$ cat src/rtl/beep_pkg.sv
package beep_pkg;
  typedef enum logic [1:0] {
    MODE_OFF    = 2'b00,
    MODE_SINGLE = 2'b01,
    MODE_MULTI  = 2'b10,
    MODE_CONT   = 2'b11
  } beep_mode_e;

  typedef enum logic [1:0] {
    ST_IDLE,
    ST_ON,
    ST_OFF,
    ST_SPENT
  } beep_state_e;

  localparam int NOTE_COUNT  = 15;
  localparam int DEGREES     = 7;
  localparam int ON_CHOICES  = 16;
  localparam int OFF_CHOICES = 8;

  // Just-intonation major scale, one rational ratio per degree.
  function automatic int unsigned note_inc(input int unsigned base, input int unsigned idx);
    int unsigned n, num, den;
    n = (idx >= NOTE_COUNT) ? NOTE_COUNT - 1 : idx;
    case (n % DEGREES)
      0: begin num = 1;  den = 1; end
      1: begin num = 9;  den = 8; end
      2: begin num = 5;  den = 4; end
      3: begin num = 4;  den = 3; end
      4: begin num = 3;  den = 2; end
      5: begin num = 5;  den = 3; end
      default: begin num = 15; den = 8; end
    endcase
    return ((base * num) / den) << (n / DEGREES);
  endfunction
endpackage

$ cat src/rtl/beep_pitch_lut.sv
module beep_pitch_lut #(
  parameter int PHASE_W  = 16,
  parameter int BASE_INC = 720
) (
  input  logic [3:0]         note,
  output logic [PHASE_W-1:0] inc
);
  localparam int LAST = beep_pkg::NOTE_COUNT - 1;

  logic [PHASE_W-1:0] tbl [beep_pkg::NOTE_COUNT];
  logic [3:0]         sel;

  generate
    for (genvar g = 0; g < beep_pkg::NOTE_COUNT; g++) begin : g_note
      assign tbl[g] = PHASE_W'(beep_pkg::note_inc(BASE_INC, g));
    end
  endgenerate

  assign sel = (note > 4'(LAST)) ? 4'(LAST) : note;
  assign inc = tbl[sel];
endmodule

$ cat src/rtl/beep_osc.sv
module beep_osc #(
  parameter int PHASE_W = 16,
  parameter int AMP_W   = 15
) (
  input  logic                clk,
  input  logic                rst_n,
  input  logic                step,
  input  logic                load,
  input  logic                sound,
  input  logic [PHASE_W-1:0]  inc_in,
  input  logic [AMP_W-1:0]    amp_in,
  output logic signed [AMP_W:0] sample
);
  logic [PHASE_W-1:0] phase_q, inc_q;
  logic [AMP_W-1:0]   amp_q;
  logic signed [AMP_W:0] mag;

  always_ff @(posedge clk) begin
    if (!rst_n) begin
      phase_q <= '0;
      inc_q   <= '0;
      amp_q   <= '0;
    end else if (step) begin
      if (load) begin
        phase_q <= '0;
        inc_q   <= inc_in;
        amp_q   <= amp_in;
      end else if (sound) begin
        phase_q <= phase_q + inc_q;
      end
    end
  end

  assign mag    = $signed({1'b0, amp_q});
  assign sample = !sound ? '0 : (phase_q[PHASE_W-1] ? -mag : mag);

  // A burst never starts and sounds in the same step (R8: capture before play).
  assert_load_silent_R8: assert property (@(posedge clk) disable iff (!rst_n)
    step && load |-> !sound);
  // The first sample after a capture has a clear phase, so it is never negative.
  assert_first_positive_R2: assert property (@(posedge clk) disable iff (!rst_n)
    step && load |=> !(sound && sample < 0));
endmodule

$ cat src/rtl/beep_seq.sv
module beep_seq #(
  parameter int ON_UNIT  = 2400,
  parameter int OFF_UNIT = 4800
) (
  input  logic       clk,
  input  logic       rst_n,
  input  logic       step,
  input  logic       en,
  input  logic [1:0] mode,
  input  logic [$clog2(beep_pkg::ON_CHOICES)-1:0]  on_sel,
  input  logic [$clog2(beep_pkg::OFF_CHOICES)-1:0] off_sel,
  output logic       load,
  output logic       sound,
  output logic       busy
);
  import beep_pkg::*;

  localparam int ON_MAX  = ON_CHOICES * ON_UNIT;
  localparam int OFF_MAX = OFF_CHOICES * OFF_UNIT;
  localparam int LEN_MAX = (ON_MAX > OFF_MAX) ? ON_MAX : OFF_MAX;
  localparam int CNT_W   = $clog2(LEN_MAX + 1);

  beep_state_e       state_q, state_d;
  beep_mode_e        mode_q;
  logic [CNT_W-1:0]  cnt_q, cnt_d, on_len_q, off_len_q, on_len_in, off_len_in;
  logic              on_last, off_last;

  assign on_len_in  = CNT_W'((int'(on_sel) + 1) * ON_UNIT);
  assign off_len_in = CNT_W'((int'(off_sel) + 1) * OFF_UNIT);
  assign on_last    = (cnt_q == on_len_q - 1'b1);
  assign off_last   = (cnt_q == off_len_q - 1'b1);

  always_comb begin
    state_d = state_q;
    cnt_d   = cnt_q;
    load    = 1'b0;
    sound   = 1'b0;
    unique case (state_q)
      ST_IDLE: begin
        if (en && mode != MODE_OFF) begin
          load    = 1'b1;
          state_d = ST_ON;
          cnt_d   = '0;
        end
      end
      ST_ON: begin
        if (mode_q == MODE_CONT) begin
          sound = en;
          if (!en) state_d = ST_IDLE;
        end else begin
          sound = 1'b1;
          if (on_last) begin
            cnt_d = '0;
            if (mode_q == MODE_SINGLE) state_d = ST_SPENT;
            else if (en)               state_d = ST_OFF;
            else                       state_d = ST_IDLE;
          end else begin
            cnt_d = cnt_q + 1'b1;
          end
        end
      end
      ST_OFF: begin
        if (!en) begin
          state_d = ST_IDLE;
        end else if (off_last) begin
          cnt_d = '0;
          if (mode != MODE_OFF) begin
            load    = 1'b1;
            state_d = ST_ON;
          end else begin
            state_d = ST_IDLE;
          end
        end else begin
          cnt_d = cnt_q + 1'b1;
        end
      end
      ST_SPENT: if (!en) state_d = ST_IDLE;
      default:  state_d = ST_IDLE;
    endcase
  end

  always_ff @(posedge clk) begin
    if (!rst_n) begin
      state_q   <= ST_IDLE;
      mode_q    <= MODE_OFF;
      cnt_q     <= '0;
      on_len_q  <= '0;
      off_len_q <= '0;
    end else if (step) begin
      state_q <= state_d;
      cnt_q   <= cnt_d;
      if (load) begin
        mode_q    <= beep_mode_e'(mode);
        on_len_q  <= on_len_in;
        off_len_q <= off_len_in;
      end
    end
  end

  assign busy = (state_q == ST_ON) || (state_q == ST_OFF);

  assert_on_bound_R4: assert property (@(posedge clk) disable iff (!rst_n)
    state_q == ST_ON && mode_q != MODE_CONT |-> cnt_q < on_len_q);
  assert_off_bound_R5: assert property (@(posedge clk) disable iff (!rst_n)
    state_q == ST_OFF |-> cnt_q < off_len_q && mode_q == MODE_MULTI);
  assert_spent_single_R4: assert property (@(posedge clk) disable iff (!rst_n)
    state_q == ST_SPENT |-> mode_q == MODE_SINGLE);
  assert_off_stop_R6: assert property (@(posedge clk) disable iff (!rst_n)
    step && state_q == ST_OFF && !en |=> state_q == ST_IDLE);
endmodule

$ cat src/rtl/beep_tone_gen.sv
module beep_tone_gen #(
  parameter int PHASE_W  = 16,
  parameter int BASE_INC = 720,
  parameter int ON_UNIT  = 2400,
  parameter int OFF_UNIT = 4800,
  parameter int AMP_W    = 15
) (
  input  logic                  clk,
  input  logic                  rst_n,
  input  logic                  sample_en,
  input  logic                  beep_en,
  input  logic [1:0]            mode,
  input  logic [3:0]            note,
  input  logic [3:0]            on_sel,
  input  logic [2:0]            off_sel,
  input  logic [AMP_W-1:0]      amplitude,
  output logic                  out_valid,
  input  logic                  out_ready,
  output logic signed [AMP_W:0] out_data,
  output logic                  busy
);
  logic                  step, load, sound;
  logic [PHASE_W-1:0]    inc;
  logic signed [AMP_W:0] sample;

  assign step = sample_en && (!out_valid || out_ready);

  beep_pitch_lut #(.PHASE_W(PHASE_W), .BASE_INC(BASE_INC)) u_lut (
    .note (note),
    .inc  (inc)
  );

  beep_seq #(.ON_UNIT(ON_UNIT), .OFF_UNIT(OFF_UNIT)) u_seq (
    .clk     (clk),
    .rst_n   (rst_n),
    .step    (step),
    .en      (beep_en),
    .mode    (mode),
    .on_sel  (on_sel),
    .off_sel (off_sel),
    .load    (load),
    .sound   (sound),
    .busy    (busy)
  );

  beep_osc #(.PHASE_W(PHASE_W), .AMP_W(AMP_W)) u_osc (
    .clk    (clk),
    .rst_n  (rst_n),
    .step   (step),
    .load   (load),
    .sound  (sound),
    .inc_in (inc),
    .amp_in (amplitude),
    .sample (sample)
  );

  always_ff @(posedge clk) begin
    if (!rst_n) begin
      out_valid <= 1'b0;
      out_data  <= '0;
    end else if (step) begin
      out_valid <= 1'b1;
      out_data  <= sample;
    end else if (out_ready) begin
      out_valid <= 1'b0;
    end
  end

  assert_stall_hold_R10: assert property (@(posedge clk) disable iff (!rst_n)
    out_valid && !out_ready |=> out_valid && $stable(out_data));
  assert_quiet_R3: assert property (@(posedge clk) disable iff (!rst_n)
    step && !sound |=> out_data == 0);
  assert_idle_step_R11: assert property (@(posedge clk) disable iff (!rst_n)
    !sample_en && out_ready |=> !out_valid);
endmodule

$ cat config.mk
export PLATFORM = sky130hd
export DESIGN_NAME = beep_tone_gen
export DESIGN_NICKNAME = d
export VERILOG_FILES = /design/src/rtl/beep_pkg.sv /design/src/rtl/beep_pitch_lut.sv /design/src/rtl/beep_osc.sv /design/src/rtl/beep_seq.sv /design/src/rtl/beep_tone_gen.sv
export SDC_FILE = /design/constraint.sdc
export NUM_CORES = 1
export LEC_CHECK = 0
export BUFFER_PORTS_ARGS = -buffer_cell sky130_fd_sc_hd__buf_2
export CORE_UTILIZATION = 63
export CTS_BUF_LIST = sky130_fd_sc_hd__clkbuf_2
export CTS_CLUSTER_DIAMETER = 150
export CTS_CLUSTER_SIZE = 12
export DETAILED_ROUTE_END_ITERATION = 16
export PLACE_DENSITY = 0.84
export SYNTH_ARGS = -nofsm -noshare
export SYNTH_HDL_FRONTEND = slang
export SYNTH_SLANG_ARGS = --single-unit
$ cat constraint.sdc
create_clock -name clk -period 6 [get_ports clk]
set_clock_uncertainty 0.2 [all_clocks]
set_input_delay 1.8 -clock clk [delete_from_list [all_inputs] [get_ports clk]]
set_output_delay 1.8 -clock clk [all_outputs]
set_load 0.005 [all_outputs]
# After elaboration in Yosys (flattened, before gate mapping)
# Memories as Yosys holds them, arrays and structs flattened. A register that Yosys moved wholly into a read port is not among the register bits.
# Cells that the tools add are included.
# W data, S select, Z words.
dict set report totals {
  register_bits 89
  latchBits 0
  mem_bits_rw 0
  romBits 256
  input_bits 33
  out_inout_bits 18
  wordCells 78
  memories 1
}
dict set report classes {
  addsub 7
  multipliers 2
  div 0
  order_cmp 1
  n_eq_ne 12
  n_shift 0
  n_mux 30
  bitwise_logic 1
  n_reduce_logical 15
}
# memory words word_bits rd rd_ports_with_merged_regs wr line_no
set mem_list {}
lappend mem_list {{(name not given)} 16 16 1 1 0 beep_pitch_lut.sv:20} ;# assign inc = tbl[sel];
# cell n
set ops {}
lappend ops {{$mux W16} 9}
lappend ops {{$pmux W16 S3} 1}
lappend ops {{$eq A16 B16 Y1} 2}
lappend ops {{$mul A32 B8 Y10 const B} 1}
lappend ops {{$mul A32 B8 Y11 const B} 1}
lappend ops {{$sub A16 B1 Y16 const B} 2}
lappend ops {{$add A16 B1 Y16 const B} 1}
lappend ops {{$add A16 B16 Y16} 1}
lappend ops {{$mux W2} 8}
lappend ops {{$neg A15 Y16} 1}
lappend ops {{$mux W1} 9}
lappend ops {{$pmux W2 S4} 1}
lappend ops {{$eq A2 B2 Y1 const B} 3}
lappend ops {{$reduce_bool A2 Y1} 3}
lappend ops {{$add A4 B1 Y5 const B} 1}
lappend ops {{$not A4 Y5} 1}
lappend ops {{$reduce_and A5 Y1} 1}
lappend ops {{$add A3 B1 Y4 const B} 1}
lappend ops {{$eq A2 B1 Y1 const B} 2}
lappend ops {{$gt A4 B4 Y1 const B} 1}
lappend ops {{$mux W4} 1}
lappend ops {{$ne A2 B2 Y1 const B} 2}
lappend ops {{$reduce_and A2 Y1} 2}
lappend ops {{$reduce_and A4 Y1} 1}
lappend ops {{9 further kinds} 12}

# Logic depth before layout (Yosys ltp)
# Gate-level depths: netlist of run 1.
dict set report logic_depth {
  ltp_word 7
  depth_mapped 15
  mapped_depth_nobuf 15
}

# Hierarchy
# Synthesis of run 1 repeated with hierarchy kept, for this count alone.
dict set report unflattened {
  cells_unflattened 889
  area_unflattened_um2 7467.2
}
# module n_inst cells_per_inst area_each_um2 seq_area_each_um2
set by_module_without_submodules {}
lappend by_module_without_submodules {beep_seq 1 423 3619.7 820.8}
lappend by_module_without_submodules {beep_osc 1 342 2773.9 940.9}
lappend by_module_without_submodules {beep_tone_gen 1 74 701.9 340.3}
lappend by_module_without_submodules {beep_pitch_lut 1 50 371.6 0.0}

# Worst setup path after synthesis of run 1
# OpenSTA, ideal clock, no wires.
dict set report synth_path {
  kind {input port to flip-flop}
  start {input on_sel[0]}
  end {register u_seq.on_len_q[15]}
  setup_ns 0.116
  t_arrival_ns 4.859
  t_required_ns 5.684
  path_slack_ns 0.825
  cell_stages 14
  n_path_buf 0
  path_cell_list {ha_1 -> and3_1 -> ha_1 -> ha_1 -> fa_1 -> ha_1 -> a21o_1 -> a21oi_1 -> nor2b_1 -> o21a_1 -> o41a_1 -> xor2_1 -> mux2i_1 -> nor2b_1}
}
dict set report synth_between {
  elab_chain_len 2
}
# element line_no
set synth_rtl {}
lappend synth_rtl {{start, declared} beep_tone_gen.sv:14} ;# input logic [3:0] on_sel,
lappend synth_rtl {{$add A4 B1 Y5} beep_seq.sv:28} ;# assign on_len_in = CNT_W'((int'(on_sel) + 1) * ON_UNIT);
lappend synth_rtl {{$mul A32 B8 Y11} beep_seq.sv:28}
lappend synth_rtl {{end signal, assigned} beep_seq.sv:94} ;# on_len_q <= on_len_in;
lappend synth_rtl {{end, declared} beep_seq.sv:25} ;# logic [CNT_W-1:0] cnt_q, cnt_d, on_len_q, off_len_q, on_len_in, off_len_in;
# No other way between the ends.
# A chain may end at the register's enable or synchronous reset.

# Final worst setup path of run 1
# Ends and elaborated chain as after synthesis.

==> results.md, run 1 <==
- The signal on the critical path passes through buf_2, nand3_1, xor2_1, inv_1, ha_1, ha_1, fa_1, ha_1, a21o_1, a21oi_1, nor2b_1, o21a_1, o41a_1, xor2_1, mux2i_1, nor2b_1.
- The slowest stage of the critical path is the fa_1 cell.
- The mean number of vias per cell is 5.960.
- The number of instances on the worst hold path is 2.
- The area growth from synthesis to layout is 6.305%.
- The leading register cell type out of synthesis is dfxtp_1.
- The number of buffers created by CTS is 9.
- The number of routed nets with antenna violations is 0.
- The top cell types in the final layout, fill and taps aside, are dfxtp_1 (99), nor2b_1 (55), nand2_1 (54).
- Data on the critical path arrives at its endpoint at 5.26 ns.
- The number of DRC markers after the initial detailed-route iteration is 297.
- The first detailed-routing pass ran for 5 iterations.
- Across all register-to-register paths, the minimum setup slack is ~2.2 ns.
- The number of buffer and inverter stages on the critical path is 2.
- The smallest clock period supported by the final layout is computed as approximately 4.9 ns.
- The count of mapped cells out of synthesis is between 700 and 800.
- After routing, the total negative slack on setup checks comes to 0 ns.
- The met1 demand-to-capacity share in global routing is 0.3220.
- The buffers inserted during post-CTS setup optimization is 0.
- In this run the worst path has a maximum fanout of 7.
- In the finished design, the share of the clock period the worst path needs comes to 0.8165.
- The final wirelength is ~14000 um.
- The relative contribution of combinational cells to total power is 0.247.
- Setup repair after global routing left no endpoint under its margin.
- The final core utilization is 0.6982.
- The sink count of the clock tree is 99.
- The worst register-to-register path begins at u_seq.on_len_q[5].
- The final instance area is roughly 6900 um^2.
- Tracing the worst setup path back leads to its startpoint at on_sel[0].
- For this run, the post-layout net count is about 850.
- Synthesis instantiated 64 different standard cells from the library.
- The flow ran to the end, and the final reports show no timing, DRC or antenna violations.
- During placement, the flow inserted port buffers numbering 50.
- The completed layout was analyzed and its total power is 1393 uW.
- The global placer's final weighted congestion is between 0.8 and 0.9.
- The cell-internal power is ~940 uW.
- The largest net degree at the start of global routing is 48.
- The number of hold violations in the final report is 0.
- The number of nets in the synthesized netlist is ~830.
- After synthesis the cells add up to 6509 um^2.
- Counting flops with an async set or reset pin after synthesis yields a share of 0.
- The most frequent cell on the critical path is ha_1.
- The kind of cell adding the most delay to the critical path is adder cells.
- The number of antenna violations at the first check in global routing is 1.
- The cell area power density is 201.3 nW/um^2.
- For this run, the register share of the synthesized area comes to 0.3045.
- The via count of the first global-routing pass is 5177.
- The placed instances occupy a cell area of 6794 um^2.
- In the final layout, the share of cells above drive strength 1 is 0.1105.
- The worst setup path is launched from an input pin.
- The sequential group share of total power is 0.508.
- For the worst setup path, the data required time is 6.36 ns.
- After detailed routing, the average wire length per cell comes to 15.08 um.
- The tool flagged a number of max-cap violations equal to 0.
- Gates resized during post-CTS repair numbered 0.
- The per-instance average area after synthesis is a little under 9 um^2.
- The all-layer global routing usage is 0.2649.
- By startpoint and endpoint, the worst setup path is classified as in2reg.
- STA classifies the critical path endpoint as a flop.
- The count of cell instances traversed by the critical path is 16.
- The count of pins over their slew limit is 0.
- The first global-routing pass estimated 23580 um of wire.
- The initial core utilization is 0.6568.
- Leaving out fill and tap cells, the most frequent cell in the layout is dfxtp_1.
- The actual slew at the worst max-slew pin is 0.7725 ns.
- The capturing point of the worst reg2reg path is u_seq.cnt_q[3].
- Setup violations remaining at the end of the flow were counted as 0.
- The count of warnings emitted by yosys is 0.
- The relative slew slack is 0.4850.
- Of the total power, the share spent switching nets is 0.3232.
- The worst reg-to-reg path cell count is 10.
- In this run, post-CTS hold repair placed 0 buffers.
- met2 is the most crowded layer.
- Following the worst setup path forward leads to its endpoint at u_seq.on_len_q[15].
- The clock-pin slew reported for the worst setup and hold paths after clock tree synthesis is 0.27 ns.
- The met3 usage in global routing is 0.06293.
- The tightest min-delay check is of the reg2reg type.
- The worst-case IR drop observed on VDD is 170.3 uV.
- The horizontal die dimension is about 100 um.
- Of the total power, the clock network draws 0.245.
- The number of standard-cell rows in the floorplan is 36.
- At the later pin of the worst-skew pair, clock insertion delay measures between 0.6 and 0.7 ns.
- For this run, the slowest stage of the critical path takes between 0.5 and 0.6 ns.
- The leakage power total is 0.003025 uW.
- After detailed routing, the number of remaining DRC violations is 0.
- CTS placed an instance of clkbuf_2 at the clock tree root.
- Yosys mapped a number of flops with a built-in enable equal to 0.
- The longest clock path from root to sink contains 2 buffers.
- The maximum clock frequency is 204.1 MHz.
- The wire-length estimate of the detail-placed layout is 10090 um.
- For met2 alone, demand over resource in global routing was 0.4545.
- The count of pins on the block boundary is 51.
- The die covers 10740 um^2.
- Summed over all nets, the switching power comes to about 450 uW.
- The floorplan die height is ~100 um.
- The maximum level of the CTS H-tree is 3.
- Counting flops and latches in the post-synthesis netlist gives around 100.
- The core footprint is 9910 um^2.
- After global routing the overflow that remains totals 0.
- Detailed routing inserted a total of 5382 vias.
- The worst hold slack is 0.2809 ns.
- TritonCTS built the clock tree.
-- stage by stage --
stage | setup WS, ns | cells
5_1_grt | 0.8715 | 903
3_5_place_dp | 0.4398 | 886
6_report | 1.101 | 903
2_1_floorplan | 0.8252 | 737
3_3_place_gp | 0.5490 | 886
4_1_cts | 1.146 | 902
-- cell usage after synthesis, drive strengths merged (12+ instances only) --
library cell / count / share of area
buf: 12 / 0.011
inv: 30 / 0.017
nand2: 54 / 0.031
ha: 53 / 0.10
nand3: 18 / 0.014
xnor2: 53 / 0.071
or3: 13 / 0.012
and2: 12 / 0.012
dfxtp: 99 / 0.30
o21ai: 16 / 0.012
mux2i: 32 / 0.049
o211a: 14 / 0.022
nor2: 40 / 0.023
a22oi: 16 / 0.018
nor2b: 55 / 0.053
clkbuf: 27 / 0.016
a21oi: 20 / 0.015
xor2: 23 / 0.031
-- power groups by stage --
stage          logic, uW  registers, uW  clock network, uW
6_report             345            707                341
5_1_grt              389            711                374
4_1_cts              344            707                352
3_5_place_dp         343            718                  0
3_3_place_gp         325            716                  0
2_1_floorplan        272            710                  0
-- per-layer routing --
layer	routed length, um	vias to the layer above
met1	5990	2579
li1	-	2676
met4	231	0
met3	496	20
met5	0	-
met2	6901	107
-- final cells by class --
class,count,area (um^2)
diodes,1,2.502
clock inverters,6,72.57
repair buffers,55,287.8
flip-flops and latches,99,1982
inverters,30,112.6
clock buffers,10,50.05
multi-input cells,569,4245
well taps,133,166.4
fillers,788,2990
-- worst min-delay path by stage --
| stage | start | endpoint | slack, ns |
|---|---|---|---|
| finish | out_data[15] | out_data[15] | 0.28 |
| global route | out_data[15] | out_data[15] | 0.32 |
| CTS | out_data[15] | out_data[15] | 0.29 |
| detailed placement | out_data[15] | out_data[15] | 0.26 |
| global placement | out_data[15] | out_data[15] | 0.25 |
| floorplan | u_osc.phase_q[1] | u_osc.phase_q[1] | 0.25 |
-- registers in the layout, indices dropped and copies added, names as in the netlist --
register and flops:
u_seq.on_len_q 11, u_osc.inc_q 11, u_seq.cnt_q 16, u_seq.mode_q 2, u_osc.amp_q 15, out_data 16
out_valid 1, u_osc.phase_q 15, u_seq.state_q 2, u_seq.off_len_q 10
-- worst min-delay path, stage by stage (launching register included) --
cell and delay, ns:
dfxtp_1 0.37, nand2_1 0.04, a21boi_0 0.06
-- kinds of logic (layout without fill, tap and decap cells) --
group / after synthesis / after routing / share of synthesized area
AO/OA/AOI/OAI: 146 / 146 / 0.1696
XOR/XNOR: 76 / 76 / 0.1023
adder cells (fa/ha/maj): 57 / 57 / 0.1142
buffers and inverters: 69 / 101 / 0.04402
flip-flops: 99 / 99 / 0.3045
multiplexers: 34 / 34 / 0.05267
other: 0 / 1 / 0
AND/OR/NAND/NOR: 256 / 256 / 0.2128
(Power assumes the default switching activity.)
==> run 2: changes to the inputs <==
--- a/config.mk
+++ b/config.mk
@@ -6,12 +6,12 @@
 export NUM_CORES = 1
 export LEC_CHECK = 0
 export BUFFER_PORTS_ARGS = -buffer_cell sky130_fd_sc_hd__buf_2
-export CORE_UTILIZATION = 63
+export CORE_UTILIZATION = 57
 export CTS_BUF_LIST = sky130_fd_sc_hd__clkbuf_2
 export CTS_CLUSTER_DIAMETER = 150
 export CTS_CLUSTER_SIZE = 12
 export DETAILED_ROUTE_END_ITERATION = 16
-export PLACE_DENSITY = 0.84
+export PLACE_DENSITY = 0.8
 export SYNTH_ARGS = -nofsm -noshare
 export SYNTH_HDL_FRONTEND = slang
 export SYNTH_SLANG_ARGS = --single-unit
==> constraint.sdc (replaced) <==
create_clock -name clk -period 4.28 [get_ports clk]
set_clock_uncertainty 0.2 [all_clocks]
set_input_delay 1.284 -clock clk [delete_from_list [all_inputs] [get_ports clk]]
set_output_delay 1.284 -clock clk [all_outputs]
set_load 0.005 [all_outputs]
==> run 2 against run 1 <==
Cell count up 2.8%. Global-route usage shrank 2.2 points. Sequential power rose by 40%. Worst setup slack worse by 0.80 ns. Utilization is 5.1 points lower. Die area increased by 10%. Count of clock-buffer cells in the layout fell by 1. Total power increased by 45%. Flip-flop and latch count stayed put. Wire length up 3.1%. Combinational power increased by 55%. Non-clock buffer count grew 19. Critical endpoint unchanged. Highest routed layer unchanged.
==> results.md, run 2 (synthesis gave the netlist of run 1 again) <==
- The flow ran to the end, and the final reports show no timing, DRC or antenna violations.
- The worst reg-to-reg path cell count is 10.
- The per-cell routed wire length is 15.13 um.
- For this design the ratio of total power to cell area is 284.4 nW/um^2.
- The final period demand of the worst path is 3.983 ns.
- For this block, the routed nets add up to approximately 14000 um of wire.
- Clock-pin slew was measured on the worst setup and hold paths at 0.32 ns.
- For this run, design rule violations remaining after detail routing come to 0.
- The ratio of cells with drive above 1 in the final layout is 0.1371.
- The number of optimization iterations in the first detailed-route pass is 5.
- The H-tree was split into 3 levels.
- Summing all non-filler instances in the final layout gives an area of 7106 um^2.
- In this run the critical register-to-register path is launched from u_seq.on_len_q[5].
- Setup violations remaining at the end of the flow were counted as 0.
- The signal on the critical path passes through buf_2, ha_2, and3_4, ha_1, ha_1, fa_1, ha_1, a21o_1, a21oi_2, nor2b_1, o21a_1, o41a_1, xor2_1, mux2i_1, nor2b_1.
- The number of buffers created by CTS is 9.
- The floorplan step defined a die boundary enclosing 11850 um^2.
- The worst hold path belongs to the class reg2reg.
- The later pin in the worst-skew pair is clocked with a latency of 0.64 ns.
- The floorplan has 38 rows.
- Across every metal layer, demand over resource in global routing totals 0.2426.
- The sink count of the clock tree is 99.
- The start point of the worst hold path is out_data[15].
- The critical path runs through a total of 15 cells.
- The number of buffer and inverter stages on the critical path is 1.
- The number of DRC markers after the initial detailed-route iteration is 330.
- Max-cap violations in this run came to 0.
- The most frequent cell on the critical path is ha_1.
- The timing startpoint of the critical path is on_sel[0].
- The number of antenna diodes in the final layout is 0.
- The count of pins over their slew limit is 0.
- The category of the worst setup path capture point is a flop.
- Counting instances, the worst hold path has a depth of 2.
- The relative slew slack is 0.4946.
- The cell area after placement is 6979 um^2.
- Gates resized during post-CTS repair numbered 0.
- The clock passes through at most 2 buffers.
- Setup repair after global routing left no endpoint under its margin.
- The largest registers in the layout are out_data: 16 flops, u_seq.cnt_q: 16 flops.
- In this run the clock root is driven by a clkbuf_2.
- The number of cells after detailed placement is ~900.
- In this run the horizontal extent of the chip is 108.9 um.
- Grouping stages by cell kind, the critical path spends the most delay in adder cells.
- The worst setup path is launched from an input pin.
- The final critical-path share of the clock period is 0.9306.
- The worst-path maximum fanout is 3.
- The via count of the first global-routing pass is 5122.
- The worst hold slack is 0.2864 ns.
- The number of antenna violations at the first check in global routing was 0.
- Dividing the detail-routed via count by the number of cells gives 5.845.
- During I/O placement, the number of pins put on the boundary was 51.
- The initial core utilization is 0.5926.
- The largest individual stage delay along the critical path comes from the cell fa_1.
- The core footprint is 10980 um^2.
- The detailed router placed 5424 vias in this run.
- Leaving out fill and tap cells, the most frequent cells in the layout are dfxtp_1 (99), nor2b_1 (55), nand2_1 (54).
- The number of routed nets with antenna violations is 0.
- The count of buffers inserted at the top-level ports is 50.
- The actual slew at the worst max-slew pin is roughly 0.76 ns.
- Buffers inserted to repair hold after CTS numbered 0.
- Routability-driven placement finished with a final weighted congestion of 0.8981.
- The layout net count is approximately 870.
- The count of non-filler cells in the finished layout is a little over 900.
- Entering global routing, the biggest net connects 75 pins.
- Compared with the post-synthesis result, the final layout area differs by 9.169%.
- Measured along the y axis, the die boundary spans 108.9 um.
- The number of hold violations in the final report is 0.
- For the worst setup path, the data arrival time is 4.30 ns.
- TritonCTS built the clock tree.
- For the worst setup path, the data required time is 4.60 ns.
- The buffers inserted during post-CTS setup optimization is 0.
- The maximum vdd drop is 276.7 uV.
- The leading cell type in the layout, fill and taps excluded is dfxtp_1.
- The maximum clock frequency is about 250 MHz.
- For this run, the slowest stage of the critical path takes 0.48 ns.
- The startpoint-to-endpoint class of the critical path is in2reg.
- The leakage power total is 0.003119 uW.
- Summed over all layers, the global routing overflow is 0.
- Summed over all nets, the half-perimeter wirelength after detailed placement is 10500 um.
- The first global-routing pass estimated 23000 um of wire.
==> run 2: cell count changes in the layout (fill, tap and decap cells not counted), sizes merged <==
cell    previous run  this run
buf               55        74
inv               33        34
clkbuf            10         9
diode              1         0
==> run 2: final cells by class <==
class,count,area (um^2)
Fill cell,890,3877
Clock buffer,9,45.04
Timing Repair Buffer,74,442.9
Sequential cell,99,1982
Inverter,30,112.6
Tap cell,140,175.2
Multi-Input combinational cell,569,4267
Clock inverter,7,81.33
==> run 2: tightest hold or removal path, delay by kind of cell, from the launching register on <==
family           cells  cell delay (ns)
flip-flops           1             0.38
AND/OR/NAND/NOR      1             0.05
AO/OA/AOI/OAI        1             0.07
==> run 2: metal layers <==
layer | global-route usage | routed length, um
met1 | 0.2983 | 6435
met2 | 0.4137 | 6813
met4 | 0.08784 | 318
met5 | 0 | 0
met3 | 0.05320 | 474
==> run 2: worst paths after layout <==
kind                         to  slack, ns
max reg2reg     u_seq.cnt_q[13]       0.49
min reg2reg        out_data[15]       0.29
min                out_data[15]       0.29
max          u_seq.on_len_q[15]       0.30
==> run 2: through the flow <==
step	util	worst slack, ns	power (uW)	setup TNS, ns
floorplan	-	-0.1598	1380	-0.1904
global placement	0.6355	-0.2789	1505	-0.6158
detailed placement	0.6355	-0.3600	1535	-0.9908
CTS	0.6470	0.3163	2027	0
global route	0.6470	0.1732	2126	0
finish	0.6470	0.2971	2021	0
==> run 2: power breakdown <==
group	total [uW]	switching, uW	internal [uW]
sequential	990	34.2	956
combinational	535	281	254
clock	496	350	146
